[src/rtl/wdt_core.sv]
module wdt_core #(
  parameter int BASE_LOG2 = 13,
  parameter int PS_MAX    = 11,
  parameter int SEL_W     = 4
) (
  input  logic       clk,
  input  logic       rst_n,
  input  logic       por_n,
  input  logic       wake_i,
  input  logic       sleep_i,
  input  logic       dbg_halt_i,
  input  logic       wr_en_i,
  input  logic [1:0] wr_addr_i,
  input  logic [7:0] wr_data_i,
  input  logic       rd_en_i,
  input  logic [1:0] rd_addr_i,
  output logic [7:0] rd_data_o,
  output logic       rst_req_o,
  output logic       exc_req_o
);

  localparam int MAIN_W = (PS_MAX > 0) ? PS_MAX : 1;
  localparam logic [SEL_W-1:0] SEL_TOP = SEL_W'(PS_MAX);

  logic                 arst_n;
  logic                 en_q, exc_q, fired_q;
  logic [SEL_W-1:0]     sel_q, sel_eff, sel_new;
  logic [BASE_LOG2-1:0] pre_q;
  logic [MAIN_W-1:0]    main_q, lim;
  logic                 wr_ctrl, wr_kick, wr_stat;
  logic                 run, pre_top, expire, restart;

  assign arst_n  = rst_n & por_n;
  assign wr_ctrl = wr_en_i && (wr_addr_i == 2'd0);
  assign wr_kick = wr_en_i && (wr_addr_i == 2'd1);
  assign wr_stat = wr_en_i && (wr_addr_i == 2'd2);
  assign sel_new = wr_data_i[7:4];

  assign sel_eff = (sel_q > SEL_TOP) ? SEL_TOP : sel_q;
  assign lim     = {MAIN_W{1'b1}} >> (SEL_TOP - sel_eff);
  assign run     = en_q & ~sleep_i & ~dbg_halt_i;
  assign pre_top = &pre_q;
  assign expire  = run & pre_top & (main_q == lim);
  assign restart = wake_i | wr_kick | (wr_ctrl && sel_new != sel_q) | ~en_q | expire;

  always_ff @(posedge clk or negedge arst_n) begin
    if (!arst_n) begin
      en_q  <= 1'b1;
      exc_q <= 1'b0;
      sel_q <= SEL_TOP;
    end else if (wake_i) begin
      en_q  <= 1'b1;
      exc_q <= 1'b0;
      sel_q <= SEL_TOP;
    end else if (wr_ctrl) begin
      en_q  <= wr_data_i[0];
      exc_q <= wr_data_i[1];
      sel_q <= sel_new;
    end
  end

  always_ff @(posedge clk or negedge arst_n) begin
    if (!arst_n) begin
      pre_q  <= '0;
      main_q <= '0;
    end else if (restart) begin
      pre_q  <= '0;
      main_q <= '0;
    end else if (run) begin
      pre_q <= pre_q + 1'b1;
      if (pre_top) main_q <= main_q + 1'b1;
    end
  end

  always_ff @(posedge clk or negedge arst_n) begin
    if (!arst_n) begin
      rst_req_o <= 1'b0;
      exc_req_o <= 1'b0;
    end else begin
      rst_req_o <= expire & ~exc_q;
      exc_req_o <= expire & exc_q;
    end
  end

  always_ff @(posedge clk or negedge por_n) begin
    if (!por_n)                      fired_q <= 1'b0;
    else if (expire)                 fired_q <= 1'b1;
    else if (wr_stat && wr_data_i[0]) fired_q <= 1'b0;
  end

  always_ff @(posedge clk or negedge arst_n) begin
    if (!arst_n) rd_data_o <= '0;
    else if (rd_en_i) begin
      case (rd_addr_i)
        2'd0:    rd_data_o <= {sel_q, 2'b00, exc_q, en_q};
        2'd2:    rd_data_o <= {7'd0, fired_q};
        default: rd_data_o <= '0;
      endcase
    end
  end

endmodule


[config.mk]
export PLATFORM = sky130hd
export DESIGN_NAME = wdt_core
export DESIGN_NICKNAME = d
export VERILOG_FILES = /design/src/rtl/wdt_core.sv
export SDC_FILE = /design/constraint.sdc
export NUM_CORES = 1
export LEC_CHECK = 0
export BUFFER_PORTS_ARGS = -buffer_cell sky130_fd_sc_hd__buf_4
export CORE_MARGIN = 8
export CORE_UTILIZATION = 28
export DETAILED_ROUTE_END_ITERATION = 8
export GPL_TIMING_DRIVEN = 0
export SLEW_MARGIN = 20
export SYNTH_ARGS = -nofsm -noshare
export SYNTH_HDL_FRONTEND = slang
export SYNTH_SLANG_ARGS = --single-unit
export TNS_END_PERCENT = 50
[constraint.sdc]
create_clock -name clk -period 2.1 [get_ports clk]
set_input_delay 0.315 -clock clk [delete_from_list [all_inputs] [get_ports clk]]
set_output_delay 0.315 -clock clk [all_outputs]
set_load 0.01 [all_outputs]
==> reports/metrics.csv <==
metric;value;unit
max_cap_violations;0;
die-area;11600;um^2
placementRows;33;
fmax;0.493;GHz
cts-root-buf;clkbuf_8;
cp.arrival;2230;ps
num_io_pins;30;
syn_area_per_cell;9.54;um^2
synth_cells;246;
finClkSkew;12.8;ps
synthTopCellsByCount;dfrtp_1, nor3_1, nand3_1;
async_flop_share;100;%
drc;0;
clk_latency;300;ps
path_max_fanout;8;
leakagePower;1.24;nW
path_clk_slew;80;ps
wl_met2;2810;um
dr.pass1.iters;4;
rr_worst_depth;5;
grt_max_degree;30;
ys.flop_type;dfrtp_1;
setup_viol;0;
instances_no_fill;401;
synth.distinct_cells;52;
outcome;finished clean;
cp_data_required_time;2300;ps
syn_area;2350;um^2
die_w;108;um
startpoint_type;flip-flop;
grt_pass1_vias;1998;
timing.final.crit_share;96.6;%
vias;2051;
die_h;108;um
wl;5890;um
period_needed;2030;ps
dp_hpwl;4050;um
drive_gt1_share;30.1;%
diodes;0;
p_per_area;496;nW/um^2
start_util;28.7;%
coreArea;8180;um^2
ant_nets;0;
met3_length;188;um
topRoutingLayerUsed;met4;
cts_buffers;5;
worstMarginPinSlew;671;ps
met1_length;2830;um
cts_tree;done;
numPortBuffers;25;
crit_type;reg2reg;
synth_edf_count;0;
place.gp.congestion;0.806;
dpl.cell_count;378;
drt-initial-drc-count;75;
syn2layout_area_growth;30.9;%
grt_pass1_wl;9960;um
h-tree-depth;2;
maxSlewHeadroom;55.0;%
ir_drop;0.303;mV
ys_warn_count;0;
drv_slew;0;
yosys-top-cells-area;dfrtp_1, nor3_1, xnor2_1;
final_nets;317;
whs;5.79;ps
wire_per_inst;14.7;um
drt-vias-per-instance;5.11;
antenna_found_initial;0;
cts_buffer_depth;2;
synth_most_common_cell;dfrtp_1;
fin_util;37.6;%
p_total;1.53;mW
synth_seq_cells;39;
cts.sinks;39;
track_usage;10.6;%
ys_seq_area_share;41.8;%
hold_viol;0;
yosys.area.top_type_share;37.3;%
grt-ovfl-total;0;
hold_class;in2async;
synth_top_area_cell;dfrtp_1;
cp-end-kind;flip-flop;
==> metrics by stage <==
stage	area, um^2	setup TNS [ps]	setup slack (ps)
after floorplan	2350	0	4.81
after global placement	2670	-3100	-184
after detailed placement	2690	-3740	-215
after CTS	2930	-4.88	-4.88
after global routing	3070	-3.12	-3.12
final	3070	0	71.8
==> cell usage in the layout (no fill, tap or decap), types with 8 or more instances in the layout <==
| master | n |
|---|---|
| nor2_1 | 14 |
| xnor2_1 | 13 |
| nand2_1 | 8 |
| nor3_1 | 20 |
| inv_1 | 9 |
| buf_4 | 43 |
| dfrtp_1 | 35 |
| nand3_1 | 15 |
| o21ai_0 | 8 |
==> logic make-up (layout without fill, tap and decap cells) <==
group	after synthesis	count (layout)	synth area share [%]
adders and majority gates	2	2	1.07
other	1	2	0.160
muxes	6	6	2.61
AOI/OAI and AO/OA	46	46	14.1
DFF	39	39	41.8
xor gates and xnor gates	21	21	7.84
buffers and inverters	25	74	5.06
and+or+nand+nor	106	106	27.3
==> power breakdown <==
group          internal, mW  switching, mW  total (mW)
combinational         0.108          0.124       0.232
sequential            0.767         0.0134       0.781
clock                 0.235          0.278       0.513
==> sequential cells by signal, indices dropped and copies added, names as in the netlist <==
register   count
pre_q         13
main_q        11
rd_data_o      6
sel_q          4
en_q           1
exc_q          1
exc_req_o      1
fired_q        1
rst_req_o      1
==> layout make-up <==
cell class / count / area [um^2]
Tap cell: 105 / 131
Sequential cell: 39 / 981
Fill cell: 825 / 5100
Buffer: 14 / 113
Clock inverter: 1 / 7.51
Timing Repair Buffer: 43 / 335
Inverter: 9 / 33.8
Clock buffer: 7 / 76.3
Multi-Input combinational cell: 183 / 1400
==> layer usage <==
layer	track usage [%]	vias to the layer above
li1	-	994
met1	14.0	1022
met2	16.6	28
met3	2.75	7
met4	3.17	0
met5	0	-
==> final timing paths <==
path	start	end	slack (ps)
max	sel_q[1]	main_q[5]	70
min	rst_n	rd_data_o[0]	6
max reg2reg	sel_q[1]	main_q[5]	70
min reg2reg	exc_q	rst_req_o	490
max in group asynchronous	por_n	sel_q[3]	1010
min in group clk	wake_i	exc_q	240
==> critical path, cell delays in order, from the launching register on <==
cell      delay [ps]
dfstp_2          650
xor2_4           200
o32ai_4          140
and3_4           240
or4_4            510
a211oi_2         190
==> what timing repair did <==
| action | in CTS | in global routing |
|---|---|---|
| cloned | 0 | 1 |
| setup endpoints to repair | 21 | 22 |
| gates resized for setup | 18 | 28 |
| hold buffers | 1 | 0 |
| hold endpoints to repair | 1 | 0 |
| pin swaps | 2 | 10 |
| buffers inserted | 8 | 7 |
(Power assumes the default switching activity.)
